File: src/rtl/irqc_pkg.sv
package irqc_pkg;

  localparam int unsigned REG_W = 32;

  typedef enum logic [1:0] {
    SEL_MAIN = 2'd0,
    SEL_MASK = 2'd1,
    SEL_FLOW = 2'd2,
    SEL_INTV = 2'd3
  } reg_sel_e;

  typedef enum logic [1:0] {
    CO_IDLE = 2'd0,
    CO_WAIT = 2'd1,
    CO_FIRE = 2'd2
  } co_state_e;

  // main bits that latch their own events
  localparam logic [REG_W-1:0] MAIN_DIRECT_BITS = 32'h1600_00CB;
  // flow bits that exist
  localparam logic [REG_W-1:0] FLOW_IMPL_BITS   = 32'hC003_0003;
  localparam logic [REG_W-1:0] MASK_RESET_VAL   = 32'hAA00_008B;

  localparam int unsigned NUM_GRP = 3;
  localparam int unsigned HP_FLOW_POS = 30;
  localparam int unsigned HP_MASK_POS = 31;

  // summary group: main bit position and the flow bits it covers
  function automatic int unsigned grp_pos(input int unsigned g);
    case (g)
      0:       grp_pos = 31;
      1:       grp_pos = 29;
      default: grp_pos = 27;
    endcase
  endfunction

  function automatic logic [REG_W-1:0] grp_mask(input int unsigned g);
    case (g)
      0:       grp_mask = 32'h4003_0000;
      1:       grp_mask = 32'h8000_0000;
      default: grp_mask = 32'h0000_0003;
    endcase
  endfunction

endpackage

File: src/rtl/irqc_w1c_reg.sv
module irqc_w1c_reg #(
  parameter int unsigned     W    = 32,
  parameter logic [W-1:0]    IMPL = '1
) (
  input  logic         clk,
  input  logic         rst_n,
  input  logic [W-1:0] set_i,
  input  logic [W-1:0] clr_i,
  output logic [W-1:0] q_o
);

  logic [W-1:0] set_m, clr_m, q_d, q_q;
  logic         q_en;

  always_comb begin
    set_m = set_i & IMPL;
    clr_m = clr_i & IMPL;
    q_en  = |(set_m | clr_m);
    // set has priority over a clear of the same bit
    q_d   = (q_q & ~clr_m) | set_m;
  end

  always_ff @(posedge clk or negedge rst_n) begin
    if (!rst_n)    q_q <= '0;
    else if (q_en) q_q <= q_d;
  end

  assign q_o = q_q;

  p_evt_wins_r3: assert property (@(posedge clk) disable iff (!rst_n)
    (|set_m) |=> ((q_q & $past(set_m)) == $past(set_m)));

  p_hold_r2: assert property (@(posedge clk) disable iff (!rst_n)
    (!(|set_m) && !(|clr_m)) |=> $stable(q_q));

  p_impl_only_r5: assert property (@(posedge clk) disable iff (!rst_n)
    ((q_q & ~IMPL) == '0));

endmodule

File: src/rtl/irqc_coalesce.sv
module irqc_coalesce
  import irqc_pkg::*;
#(
  parameter int unsigned CW          = 8,
  parameter int unsigned TICK_CYCLES = 6400
) (
  input  logic          clk,
  input  logic          rst_n,
  input  logic          pend_i,
  input  logic          hp_i,
  input  logic [CW-1:0] intv_i,
  output logic          irq_o
);

  localparam int unsigned PRE_W = (TICK_CYCLES > 1) ? $clog2(TICK_CYCLES) : 1;
  localparam logic [PRE_W-1:0] PRE_LAST = PRE_W'(TICK_CYCLES - 1);

  co_state_e        st_q, st_d;
  logic [PRE_W-1:0] pre_q, pre_d;
  logic [CW-1:0]    unit_q, unit_d;
  logic             cnt_en;

  always_comb begin
    st_d   = st_q;
    pre_d  = pre_q;
    unit_d = unit_q;
    unique case (st_q)
      CO_IDLE: begin
        if (pend_i) begin
          if (hp_i || (intv_i == '0)) begin
            st_d = CO_FIRE;
          end else begin
            st_d   = CO_WAIT;
            pre_d  = '0;
            unit_d = '0;
          end
        end
      end
      CO_WAIT: begin
        if (!pend_i) begin
          st_d = CO_IDLE;
        end else if (hp_i || (unit_q >= intv_i)) begin
          st_d = CO_FIRE;
        end else if (pre_q == PRE_LAST) begin
          pre_d  = '0;
          unit_d = unit_q + 1'b1;
        end else begin
          pre_d = pre_q + 1'b1;
        end
      end
      default: begin
        if (!pend_i) st_d = CO_IDLE;
      end
    endcase
    cnt_en = (st_q == CO_WAIT) || (st_d == CO_WAIT);
  end

  always_ff @(posedge clk or negedge rst_n) begin
    if (!rst_n) st_q <= CO_IDLE;
    else        st_q <= st_d;
  end

  always_ff @(posedge clk or negedge rst_n) begin
    if (!rst_n) begin
      pre_q  <= '0;
      unit_q <= '0;
    end else if (cnt_en) begin
      pre_q  <= pre_d;
      unit_q <= unit_d;
    end
  end

  assign irq_o = (st_q == CO_FIRE);

  p_zero_intv_r7: assert property (@(posedge clk) disable iff (!rst_n)
    (!irq_o && pend_i && (intv_i == '0)) |=> irq_o);

  p_drop_r10: assert property (@(posedge clk) disable iff (!rst_n)
    !pend_i |=> !irq_o);

  p_early_r8: assert property (@(posedge clk) disable iff (!rst_n)
    ((st_q == CO_WAIT) && !hp_i && (unit_q < intv_i)) |=> !irq_o);

endmodule

File: src/rtl/irq_coalescing_ctrl.sv
module irq_coalescing_ctrl
  import irqc_pkg::*;
#(
  parameter int unsigned CW          = 8,
  parameter int unsigned TICK_CYCLES = 6400
) (
  input  logic        clk,
  input  logic        rst_n,
  input  logic [31:0] main_evt_i,
  input  logic [31:0] flow_evt_i,
  input  logic        wr_en_i,
  input  logic [1:0]  wr_sel_i,
  input  logic [31:0] wr_data_i,
  input  logic [1:0]  rd_sel_i,
  output logic [31:0] rd_data_o,
  output logic        irq_o
);

  logic             wr_main, wr_mask, wr_flow, wr_intv;
  logic [REG_W-1:0] main_clr, flow_clr, main_q, flow_q, sum_vec, main_view;
  logic [REG_W-1:0] mask_q;
  logic [CW-1:0]    intv_q;
  logic             pend, hp;

  always_comb begin
    wr_main = wr_en_i && (reg_sel_e'(wr_sel_i) == SEL_MAIN);
    wr_mask = wr_en_i && (reg_sel_e'(wr_sel_i) == SEL_MASK);
    wr_flow = wr_en_i && (reg_sel_e'(wr_sel_i) == SEL_FLOW);
    wr_intv = wr_en_i && (reg_sel_e'(wr_sel_i) == SEL_INTV);
  end

  // summary bits and their group clears
  always_comb begin
    sum_vec  = '0;
    main_clr = wr_main ? wr_data_i : '0;
    flow_clr = wr_flow ? wr_data_i : '0;
    for (int unsigned g = 0; g < NUM_GRP; g++) begin
      sum_vec[grp_pos(g)] = |(flow_q & grp_mask(g));
      if (wr_main && wr_data_i[grp_pos(g)]) flow_clr = flow_clr | grp_mask(g);
    end
  end

  irqc_w1c_reg #(.W(REG_W), .IMPL(MAIN_DIRECT_BITS)) u_main (
    .clk(clk), .rst_n(rst_n), .set_i(main_evt_i), .clr_i(main_clr), .q_o(main_q)
  );

  irqc_w1c_reg #(.W(REG_W), .IMPL(FLOW_IMPL_BITS)) u_flow (
    .clk(clk), .rst_n(rst_n), .set_i(flow_evt_i), .clr_i(flow_clr), .q_o(flow_q)
  );

  always_ff @(posedge clk or negedge rst_n) begin
    if (!rst_n)       mask_q <= MASK_RESET_VAL;
    else if (wr_mask) mask_q <= wr_data_i;
  end

  always_ff @(posedge clk or negedge rst_n) begin
    if (!rst_n)       intv_q <= '0;
    else if (wr_intv) intv_q <= wr_data_i[CW-1:0];
  end

  always_comb begin
    main_view = main_q | sum_vec;
    pend      = |(main_view & mask_q);
    hp        = flow_q[HP_FLOW_POS] & mask_q[HP_MASK_POS];
  end

  irqc_coalesce #(.CW(CW), .TICK_CYCLES(TICK_CYCLES)) u_coal (
    .clk(clk), .rst_n(rst_n), .pend_i(pend), .hp_i(hp), .intv_i(intv_q), .irq_o(irq_o)
  );

  always_comb begin
    unique case (reg_sel_e'(rd_sel_i))
      SEL_MAIN: rd_data_o = main_view;
      SEL_MASK: rd_data_o = mask_q;
      SEL_FLOW: rd_data_o = flow_q;
      default:  rd_data_o = REG_W'(intv_q);
    endcase
  end

  p_hp_fast_r9: assert property (@(posedge clk) disable iff (!rst_n)
    (hp && !irq_o) |=> irq_o);

  p_masked_quiet_r6: assert property (@(posedge clk) disable iff (!rst_n)
    ((main_view & mask_q) == '0) |=> !irq_o);

  p_summary_r4: assert property (@(posedge clk) disable iff (!rst_n)
    (flow_q[16] || flow_q[17] || flow_q[30]) |-> main_view[31]);

endmodule

File: config.mk
export PLATFORM = sky130hd
export DESIGN_NAME = irq_coalescing_ctrl
export DESIGN_NICKNAME = d
export VERILOG_FILES = /design/src/rtl/irqc_pkg.sv /design/src/rtl/irqc_w1c_reg.sv /design/src/rtl/irqc_coalesce.sv /design/src/rtl/irq_coalescing_ctrl.sv
export SDC_FILE = /design/constraint.sdc
export NUM_CORES = 1
export LEC_CHECK = 0
export BUFFER_PORTS_ARGS = -buffer_cell sky130_fd_sc_hd__buf_2
export CORE_MARGIN = 3
export CORE_UTILIZATION = 55
export DETAILED_ROUTE_END_ITERATION = 7
export PLACE_DENSITY = 0.95
export SLEW_MARGIN = 0
export SYNTH_ARGS = -nofsm -noshare
export SYNTH_HDL_FRONTEND = slang
export SYNTH_SLANG_ARGS = --single-unit
File: constraint.sdc
create_clock -name clk -period 5.2 [get_ports clk]
set_input_delay 1.04 -clock clk [delete_from_list [all_inputs] [get_ports clk]]
set_output_delay 1.04 -clock clk [all_outputs]
set_load 0.02 [all_outputs]
**Yosys cells after proc, flatten, opt, wreduce, memory -nomap -nowiden**

Cells that the tools add are included.

- Bits in registers: 127
- Input bits: 103
- Output and inout port bits: 33
- Logic and storage cells: 87

- $add $sub $neg: 2
- $lt $le $gt $ge: 1
- Equal/unequal tests: 14
- Muxes and demuxes: 27
- Bitwise operators: 14
- Reduce and logical (&&, ||, !) cells: 22

Operators with widths:

| kind | count |
|---|---|
| 2-to-1 mux 32 bit | 7 |
| OR 32 bit | 6 |
| bitwise AND 32 bit | 3 |
| case mux 32 bit (3 select lines) | 1 |
| OR reduction 32 bit | 3 |
| 2-to-1 mux 13 bit | 5 |
| 2-to-1 mux 8 bit | 5 |
| inverter 29 -> 32 bit | 1 |
| inverter 32 bit | 1 |
| OR 32 x 29 -> 32 bit | 1 |
| 2-to-1 mux 29 bit | 1 |
| OR 29 bit | 1 |
| case mux 13 bit (2 select lines) | 1 |
| case mux 8 bit (2 select lines) | 1 |
| adder 13 x 1 -> 13 bit, second input constant | 1 |
| == test 13 bit, second input constant | 1 |
| 2-to-1 mux 2 bit | 5 |
| adder 8 x 1 -> 8 bit, second input constant | 1 |
| == test 2 x 1 -> 1 bit, second input constant | 4 |
| == test 2 bit, second input constant | 4 |
| greater-or-equal comparator 8 bit | 1 |
| zero test 8 bit | 1 |
| logical AND 1 bit | 7 |
| AND reduction 7 bit | 1 |
| other kinds (10) | 17 |

**Longest topological paths before layout**

Gate-level depths: netlist (run 1).

- Depth in word-level cells: 13
- Gate-level depth with buffers: 10

**Hierarchy**

Synthesis (run 1) repeated with hierarchy kept, for this count alone.

- Cell total of the unflattened synthesis: 535
- Area, all modules: 5205.0 um2

Modules (own cells, without submodules):

| module | times used | cells each | area an instance (um2) |
|---|---|---|---|
| irq_coalescing_ctrl | 1 | 273 | 2800.2 |
| irqc_coalesce | 1 | 168 | 1514.0 |
| irqc_w1c_reg (u_main) | 1 | 49 | 474.2 |
| irqc_w1c_reg (u_flow) | 1 | 45 | 416.6 |

**Worst setup path before layout (run 1)**

Ideal clock, no wire load.

- Path type: input port to output port
- Start: input port rd_sel_i[0]
- End: output port rd_data_o[29]
- Data arrival time: 2.152 ns
- Path slack: 2.008 ns
- Stages on the path: 4
- Cells stage by stage: buf_1 > clkbuf_1 > nand2_1 > a21oi_1

- Word-level cells in the longest chain between the ends: 2
- Elaborated cells on any way between the ends: 4
- Those cells by class: eq/ne (2); mux (1); reduce/logical (1)

RTL lines:

| element | line | RTL |
|---|---|---|
| start, declared | irq_coalescing_ctrl.sv:14 | `input logic [1:0] rd_sel_i,` |
| == test 2 bit, or another cell as far along | irq_coalescing_ctrl.sv:72 | `unique case (reg_sel_e'(rd_sel_i))` |
| case mux 32 bit (3 select lines) * | irq_coalescing_ctrl.sv:72 |  |
| end, declared | irq_coalescing_ctrl.sv:15 | `output logic [31:0] rd_data_o,` |

Every way passes the cells marked *; elsewhere a longest branch is shown, timed or not.

**Worst setup path in the final report (run 1)**

- Start: input port rd_sel_i[0]
- End: output port rd_data_o[8]

Same word-level chain as after synthesis.

==> results of run 1 <==
==> stage by stage <==
step / std cells / setup WS [ps] / hold WS (ps)
after floorplan: 372 / 2010 / 455
after global placement: 536 / 1490 / 476
after detailed placement: 536 / 1400 / 485
after CTS: 552 / 1380 / 506
after global routing: 552 / 1250 / 526
final: 552 / 1370 / 507
==> power by group through the flow <==
stage	logic (mW)	registers, mW	clock network (mW)
after floorplan	0.183	0.729	0
after global placement	0.258	0.740	0
after detailed placement	0.272	0.748	0
after CTS	0.277	0.739	0.481
after global routing	0.305	0.751	0.498
final	0.276	0.741	0.474
==> flip-flops by register name, indices dropped and copies added, names as in the netlist <==
name	count
mask_q	32
u_coal.pre_q	13
u_main.q_o	8
u_flow.q_o	6
intv_q	8
u_coal.st_q	2
u_coal.unit_q	8
==> area by class of cell <==
cell class / count / area (µm²)
Tap cell: 96 / 120
Clock buffer: 9 / 124
Clock inverter: 7 / 81.3
Multi-Input combinational cell: 262 / 1950
Timing Repair Buffer: 88 / 450
Sequential cell: 77 / 1940
Inverter: 13 / 48.8
Fill cell: 490 / 2230
==> metal layers <==
layer | wire length [µm] | global-route usage [%]
met5 | 0 | 0
met4 | 279 | 10.1
met3 | 573 | 5.88
met2 | 4980 | 42.1
met1 | 4110 | 31.2
==> kinds of logic (layout without fill, tap and decap cells) <==
family                     after synthesis  in the layout  synth area share (%)
AOI/OAI and AO/OA                       86             86                  15.4
muxes                                   52             52                  14.8
DFF                                     77             77                  48.1
and+or+nand+nor                        114            114                  15.0
adders and majority gates               10             10                  3.11
buffers and inverters                   33            117                  3.57
==> worst register-to-register path, delay by kind of cell (launching register included) <==
kind	cells	cell delay, ps
AO/OA/AOI/OAI	3	970
adder cells (fa/ha/maj)	1	250
buffers and inverters	2	300
flip-flops	1	410
AND/OR/NAND/NOR	3	990
==> worst max path at each step <==
stage                         end  slack, ps  depth (start not counted)
CTS                  rd_data_o[8]       1380                          4
global route        rd_data_o[16]       1250                          4
finish               rd_data_o[8]       1370                          4
floorplan           rd_data_o[29]       2010                          4
global placement    rd_data_o[30]       1490                          4
detailed placement   rd_data_o[8]       1400                          4
==> placed cells by master (no fill, tap or decap), types with 5 or more instances in the layout <==
master	count
or4_1	6
ha_1	10
nand2_1	26
dfstp_2	8
dfrtp_1	69
nand3_1	13
a21oi_1	9
o31ai_1	25
nor3_1	6
a21o_1	9
nor2b_1	9
and2_1	19
inv_1	13
buf_2	84
clkbuf_8	9
o21ai_0	16
mux2_2	40
nor2_1	14
mux2i_1	10
a31o_2	6
and3_1	5
==> key figures, run 1 <==
Hold path
  • Hold depth: 1
  • HP Class: reg2reg
  • Hold EP: mask_q[4]
  • Worst hold path startpoint: mask_q[4]

Final layout
  • Final design utilization: 67.8%
  • N_diodes: 0
  • Fin area: 4710 µm²
  • Area Growth Syn to Fin: 17.0%
  • Fraction of layout cells with a size suffix above 1: 36.0%
  • Nets: 564

Flow run
  • Count of max-cap constraint violations: 0

Critical path
  • RR Endpoint: u_coal.pre_q[9]
  • Crit Path Category: in2out
  • CP max-delay cell: nor2b_1
  • Reg2Reg Setup Slack: 2180 ps
  • Worst setup startpoint: rd_sel_i[0]
  • CP Launch Type: primary input
  • RR Startpoint: u_coal.unit_q[0]
  • Crit path required time: 4160 ps
  • CP Max Fanout: 21
  • Critical path arrival: 2790 ps
  • CP most frequent cell: buf_2
  • Buf/Inv on CP: 2
  • CP Cell Sequence: buf_2 -> nor2b_1 -> and2_1 -> buf_2
  • CP top delay family: simple AND/OR/NAND/NOR gates
  • Critical path capture point type: output pin
  • Max stage delay on crit path: 880 ps
  • FF-to-FF path depth: 9

Yosys
  • Cell taking the most area after synthesis: dfrtp_1
  • Commonest cells post-synth: 69 x dfrtp_1, 40 x mux2_2, 26 x nand2_1
  • Yosys warns: 0
  • Mapped cell area: 4030 µm²
  • Synth top area share: 42.9%
  • Most frequent cell after synthesis: dfrtp_1
  • Syn Area/Cell: 10.8 µm²
  • Async set or reset register ratio after synthesis: 100%
  • Synth Instances: 372
  • Post-synthesis cell type count: 43
  • Post-synth EDFFs: 0
  • Post-Syn Nets: 485
  • Top cells by area, synth: dfrtp_1 43%, mux2_2 11%, dfstp_2 5.2%
  • Register area share after synthesis: 48.1%
  • Synthesized flop and latch total: 77
  • Most common flop cell mapped by yosys: dfrtp_1

Clock tree
  • TritonCTS buffer count: 9
  • H-tree depth: 3
  • Post-CTS Hold Fix Bufs: 0
  • Post-CTS setup buffers: 0
  • Clk sink count: 77
  • CTS tree: built
  • CTS root buffer: clkbuf_8
  • Worst skew pair latency: 370 ps
  • Clock transition at path regs: 80 ps
  • Post_cts resized: 0
  • Clock buffer depth: 2

Place
  • Placed inst area: 4510 µm²
  • Post-DP HPWL: 6730 µm
  • I/O Buffers: 85
  • RePlAce Congestion: 0.815

Power
  • PwrDens: 316 nW/µm²
  • VDD IR max: 189 µV
  • Cell internal pwr: 1.04 mW
  • Logic pwr share: 18.5%
  • Tot Pwr: 1.49 mW
  • Power share of the clock group: 31.8%
  • NetSw: 0.454 mW
  • Switching share of total power: 30.4%
  • P_leak: 2.10 nW
  • Flop pwr share: 49.7%

Floorplanning
  • Initial Utilization: 58.0%
  • # IOs: 136
  • Die ar.: 8380 µm²
  • Die extent in x: 91.5 µm
  • Std-Cell Rows: 30
  • CORE AREA: 6940 µm²
  • DIE HEIGHT: 91.5 µm

Global route
  • Number of global-route vias before repair: 3,403
  • GR Overflow Total: 0
  • First-pass GRT wire length: 16,600 µm
  • Largest net degree at the start of global routing: 78
  • Initial antenna violation count: 0
  • Gr usage total: 25.1%

Routing
  • TritonRoute pass-1 iters: 5
  • Vias per inst: 6.12
  • Routed vias: 3,376
  • Residual DRC: 0
  • Routed len/inst: 18.0 µm
  • DRT antenna net count: 0
  • Detailed Route WL: 9940 µm
  • Iteration-0 DRC Markers: 250

STA
  • Crit path time final: 3830 ps
  • Max Fclk: 261 MHz
  • Post-route setup TNS: 0 ps
  • Final Hold Viols: 0
  • RSZ-0062 raised after global routing: false
  • Final worst path period share: 73.7%
  • Worst-Margin Slew: 1320 ps
  • Worst Skew: 8.59 ps
  • Relative slew slack: 10.9%
  • Final setup vio count: 0
  • Pins Over Slew Limit: 0

Run status
  • Outcome: completed
Note: power is estimated with default switching activity, not from simulation.
==> inputs of run 2 (changes only) <==
--- a/config.mk
+++ b/config.mk
@@ -7,9 +7,9 @@
 export LEC_CHECK = 0
 export BUFFER_PORTS_ARGS = -buffer_cell sky130_fd_sc_hd__buf_2
 export CORE_MARGIN = 3
-export CORE_UTILIZATION = 55
+export CORE_UTILIZATION = 46
 export DETAILED_ROUTE_END_ITERATION = 7
-export PLACE_DENSITY = 0.95
+export PLACE_DENSITY = 0.88
 export SLEW_MARGIN = 0
 export SYNTH_ARGS = -nofsm -noshare
 export SYNTH_HDL_FRONTEND = slang
==> constraint.sdc (replaced) <==
create_clock -name clk -period 3.4 [get_ports clk]
set_input_delay 0.68 -clock clk [delete_from_list [all_inputs] [get_ports clk]]
set_output_delay 0.68 -clock clk [all_outputs]
set_load 0.02 [all_outputs]
==> run 2 against run 1 <==
Compared with the run above:
- design area up 0.93%
- cell count grew 2.2%
- largest power group unchanged
- utilization fell by 11 points
- via count is 1.8% lower
- highest routed layer unchanged
- wire length fell by 1.5%
==> key figures, run 2 (synthesis results as in run 1) <==
Final layout
  • Most common cell after layout, fill and taps aside: buf_2
  • Fin area: 4750 µm²
  • N_diodes: 0
  • Nets: 567
  • Top Registers: mask_q (32), u_coal.pre_q (13)
  • Fraction of layout cells with a size suffix above 1: 36.2%
  • Most flops, register: mask_q
  • Area Growth Syn to Fin: 18.1%
  • Max FFs per register: 32
  • Final design utilization: 57.0%
  • Most frequent cells in the layout: 84 x buf_2, 69 x dfrtp_1, 40 x mux2_2, 26 x nand2_1, 25 x o31ai_1

Critical path
  • Worst setup startpoint: rd_sel_i[0]
  • CP max-delay cell: nor2b_1
  • Max stage delay on crit path: 400 ps
  • Crit path required time: 2720 ps
  • Critical path capture point type: output pin
  • RR Startpoint: u_coal.unit_q[0]
  • CP top delay family: buffers and inverters
  • Crit Path Category: in2out
  • CP Max Fanout: 21
  • CP Launch Type: primary input
  • CP most frequent cell: buf_2
  • Buf/Inv on CP: 3
  • CP Cell Sequence: buf_2 -> nor2b_1 -> buf_4 -> and2_1 -> buf_2
  • Critical path arrival: 2040 ps

Floorplanning
  • CORE AREA: 8340 µm²
  • # IOs: 136
  • Std-Cell Rows: 33
  • DIE HEIGHT: 99.5 µm
  • Initial Utilization: 48.3%
  • Die ar.: 9910 µm²
  • Die extent in x: 99.5 µm

Clock tree
  • CTS tree: built
  • TritonCTS buffer count: 9
  • Post_cts resized: 0
  • CTS root buffer: clkbuf_8
  • Clk sink count: 77
  • Post-CTS Hold Fix Bufs: 0
  • Clock buffer depth: 2
  • Post-CTS setup buffers: 0
  • Clock transition at path regs: 80 ps
  • Worst skew pair latency: 360 ps
  • H-tree depth: 3

STA
  • Post-route setup TNS: 0 ps
  • Max Fclk: 367 MHz
  • Pins Over Slew Limit: 0
  • Worst Skew: 11.3 ps
  • Crit path time final: 2720 ps
  • Final Hold Viols: 0
  • Worst-Margin Slew: 964 ps
  • Relative slew slack: 35.8%
  • Final worst path period share: 80.1%
  • RSZ-0062 raised after global routing: false
  • Final setup vio count: 0
  • Min Hold Slack: 480 ps

Global route
  • GR Overflow Total: 0
  • Gr usage total: 20.7%
  • Largest net degree at the start of global routing: 78
  • Initial antenna violation count: 0
  • First-pass GRT wire length: 16,400 µm
  • Number of global-route vias before repair: 3,362

Power
  • VDD IR max: 379 µV
  • Tot Pwr: 2.32 mW
  • PwrDens: 488 nW/µm²
  • P_leak: 2.13 nW

Routing
  • Detailed Route WL: 9800 µm
  • Vias per inst: 5.88
  • TritonRoute pass-1 iters: 5
  • Iteration-0 DRC Markers: 200
  • DRT antenna net count: 0
  • Residual DRC: 0
  • Routed vias: 3,316
  • Routed len/inst: 17.4 µm

Run status
  • Outcome: completed

Flow run
  • Count of max-cap constraint violations: 0

Place
  • RePlAce Congestion: 0.827
  • Placed inst area: 4530 µm²
  • Post-DP HPWL: 7090 µm
  • I/O Buffers: 85

Hold path
  • HP Class: in2async
-- run 2: final timing paths --
| check | endpoint | slack [ps] | depth (start not counted) |
|---|---|---|---|
| setup / recovery | rd_data_o[18] | 680 | 5 |
| hold / removal | u_coal.pre_q[5] | 480 | 1 |
| setup reg to reg | u_coal.pre_q[9] | 830 | 8 |
| hold reg to reg | mask_q[15] | 500 | 1 |
| max in group asynchronous | intv_q[1] | 2310 | 1 |
| min in group clk | u_main.q_o[25] | 490 | 2 |
-- run 2: power breakdown --
group | total [mW] | switching, mW | internal (mW)
clock | 0.775 | 0.357 | 0.417
sequential | 1.13 | 0.0871 | 1.04
combinational | 0.417 | 0.218 | 0.198
-- run 2: routing by layer --
metal,share of wire (%),vias to the layer above,GRT usage [%]
met4,3.9,0,11.6
met2,49,98,33.6
met1,42,1645,26.5
met3,4.8,31,3.16
li1,-,1542,-
met5,0,-,0
-- run 2: layout make-up --
type / instances / area [µm²]
Clock buffer: 9 / 124
Clock inverter: 7 / 96.3
Fill cell: 692 / 3590
Inverter: 13 / 48.8
Multi-Input combinational cell: 262 / 1940
Sequential cell: 77 / 1940
Tap cell: 105 / 131
Timing Repair Buffer: 91 / 473
-- run 2: stage by stage --
stage | setup slack [ps] | instances
after floorplan | 928 | 372
after global placement | 732 | 548
after detailed placement | 646 | 548
after CTS | 624 | 564
after global routing | 585 | 564
final | 677 | 564
==> inputs of run 3 (changes only) <==
--- a/config.mk
+++ b/config.mk
@@ -7,9 +7,9 @@
 export LEC_CHECK = 0
 export BUFFER_PORTS_ARGS = -buffer_cell sky130_fd_sc_hd__buf_2
 export CORE_MARGIN = 3
-export CORE_UTILIZATION = 46
+export CORE_UTILIZATION = 51
 export DETAILED_ROUTE_END_ITERATION = 7
-export PLACE_DENSITY = 0.88
+export PLACE_DENSITY = 0.92
 export SLEW_MARGIN = 0
 export SYNTH_ARGS = -nofsm -noshare
 export SYNTH_HDL_FRONTEND = slang
==> constraint.sdc (replaced) <==
create_clock -name clk -period 2.7 [get_ports clk]
set_input_delay 0.54 -clock clk [delete_from_list [all_inputs] [get_ports clk]]
set_output_delay 0.54 -clock clk [all_outputs]
set_load 0.02 [all_outputs]
==> run 3 against run 2 <==
Compared with the run above:
- cell count increased by 0.18%
- clock power increased by 3.1%
- worst setup slack got worse by 540 ps
- worst hold slack got worse by 290 ps
- first-iteration DRC count grew 60%
- die area decreased by 9.2%
- count of clock-buffer cells in the layout unchanged
- global-route usage is 3.0 points higher
- sequential power grew 26%
- via count is 2.8% higher
- critical path type is now reg2reg
- largest cell class unchanged
==> key figures, run 3 (synthesis results as in run 1) <==
Routing
  • DRT antenna net count: 0
  • Residual DRC: 0
  • Routed vias: 3,410
  • Iteration-0 DRC Markers: 319
  • TritonRoute pass-1 iters: 4
  • Vias per inst: 6.04
  • Routed len/inst: 17.3 µm
  • Detailed Route WL: 9760 µm

Power
  • P_leak: 2.14 nW
  • Tot Pwr: 2.76 mW
  • Power share of the clock group: 29.0%
  • NetSw: 0.844 mW
  • Cell internal pwr: 1.91 mW
  • Flop pwr share: 51.5%
  • Logic pwr share: 19.6%
  • Switching share of total power: 30.6%
  • PwrDens: 578 nW/µm²
  • VDD IR max: 421 µV

STA
  • Final setup vio count: 0
  • Crit path time final: 2570 ps
  • Pins Over Slew Limit: 0
  • Final Hold Viols: 0
  • Worst Skew: 11.0 ps
  • Max Fclk: 390 MHz
  • Worst-Margin Slew: 502 ps
  • Min Hold Slack: 194 ps
  • Relative slew slack: 66.4%
  • Final worst path period share: 95.0%

Critical path
  • Buf/Inv on CP: 1
  • Crit path required time: 2980 ps
  • Reg2Reg Setup Slack: 130 ps
  • Crit Path Category: reg2reg
  • CP Max Fanout: 14
  • Cell depth of the worst setup path: 8
  • CP Launch Type: register
  • CP top delay family: simple AND/OR/NAND/NOR gates
  • Critical path arrival: 2840 ps
  • CP Cell Sequence: ha_1 -> nand2b_1 -> a2111oi_1 -> or4_1 -> a21oi_2 -> buf_4 -> or4_1 -> a21oi_1
  • FF-to-FF path depth: 8
  • CP most frequent cell: or4_1
  • Max stage delay on crit path: 520 ps
  • Critical path capture point type: register
  • CP max-delay cell: or4_1

Final layout
  • Most flops, register: mask_q
  • Nets: 574
  • Non-filler cells, final: 565
  • N_diodes: 0
  • Fillers: 570
  • Most common cell after layout, fill and taps aside: buf_2
  • Most frequent cells in the layout: 85 x buf_2, 69 x dfrtp_1, 40 x mux2_2, 26 x nand2_1, 25 x o31ai_1
  • Seq. cell area: 1940 µm²
  • Area Growth Syn to Fin: 18.5%
  • Final design utilization: 64.0%
  • Fraction of layout cells with a size suffix above 1: 37.1%
  • Top Registers: mask_q (32), u_coal.pre_q (13)
  • Fin area: 4770 µm²
  • Max FFs per register: 32
  • Multi-input combinational cell area: 1950 µm²

Clock tree
  • Clock buffer depth: 2
  • H-tree depth: 3
  • Worst skew pair latency: 360 ps
  • CTS root buffer: clkbuf_8
  • Clock transition at path regs: 90 ps
  • Clk sink count: 77
  • Post-CTS Hold Fix Bufs: 0
  • CTS tree: built
  • TritonCTS buffer count: 9

Place
  • RePlAce Congestion: 0.868
  • Placed inst area: 4570 µm²
  • Post-DP HPWL: 6840 µm
  • Placed cells: 547
  • I/O Buffers: 85

Flow run
  • Count of max-cap constraint violations: 0

Floorplanning
  • DIE HEIGHT: 94.8 µm
  • Die ar.: 8990 µm²
  • CORE AREA: 7450 µm²
  • Initial Utilization: 54.0%
  • Std-Cell Rows: 31
  • Die extent in x: 94.8 µm
  • # IOs: 136

Global route
  • GR Overflow Total: 0
  • First-pass GRT wire length: 16,700 µm
  • Initial antenna violation count: 0
  • Gr usage total: 23.7%
  • Number of global-route vias before repair: 3,461
  • Largest net degree at the start of global routing: 78

Hold path
  • HP Class: in2async

Run status
  • Outcome: completed
==> run 3: what timing repair did <==
item                                   CTS  global route
endpoints found under the hold margin    0             0
setup endpoints to repair                0             5
setup buffers                            0             2
resized for setup                        0             1
==> run 3: per-layer routing <==
layer	routed length, µm	vias to the layer above	part of all wire (%)	track usage, %
li1	-	1548	-	-
met3	676	28	6.9	4.38
met4	252	0	2.6	7.57
met5	0	-	0	0
met2	4920	154	50	40.3
met1	3910	1680	40	30.6
==> run 3: worst paths after layout <==
kind                                    end          start
setup / recovery           u_coal.unit_q[7]      intv_q[0]
hold / removal               u_main.q_o[25]          rst_n
setup reg to reg           u_coal.unit_q[7]      intv_q[0]
hold reg to reg                  mask_q[11]     mask_q[11]
max in group asynchronous        mask_q[27]          rst_n
min in group clk              u_main.q_o[3]  main_evt_i[3]
==> run 3: layout make-up <==
cell class                 count  share of cell area [%]
tap                           99                    2.60
sequential                    77                    40.6
timing repair buffer          98                    11.2
inverter                      13                    1.02
clock inverter                 7                    1.15
multi-input combinational    262                    40.8
clock buffer                   9                    2.60
==> run 3: stage by stage <==
step | TNS (ps) | setup slack, ps
floorplan | 0 | 491
global placement | 0 | 300
detailed placement | 0 | 126
CTS | 0 | 108
global route | -9.54 | -9.54
finish | 0 | 135
==> run 3: power groups by stage <==
stage	Clock (mW)	Sequential [mW]	Combinational (mW)
2_1_floorplan	0	1.40	0.352
3_3_place_gp	0	1.43	0.504
3_5_place_dp	0	1.44	0.528
4_1_cts	0.811	1.42	0.534
5_1_grt	0.869	1.44	0.596
6_report	0.799	1.42	0.539
==> run 3: worst register-to-register path: cells and delay by family, from the launching register on <==
kind	cells	cell delay (ps)
and+or+nand+nor	3	910
DFF	1	430
AOI/OAI and AO/OA	3	650
adders and majority gates	1	290
buffers and inverters	1	200
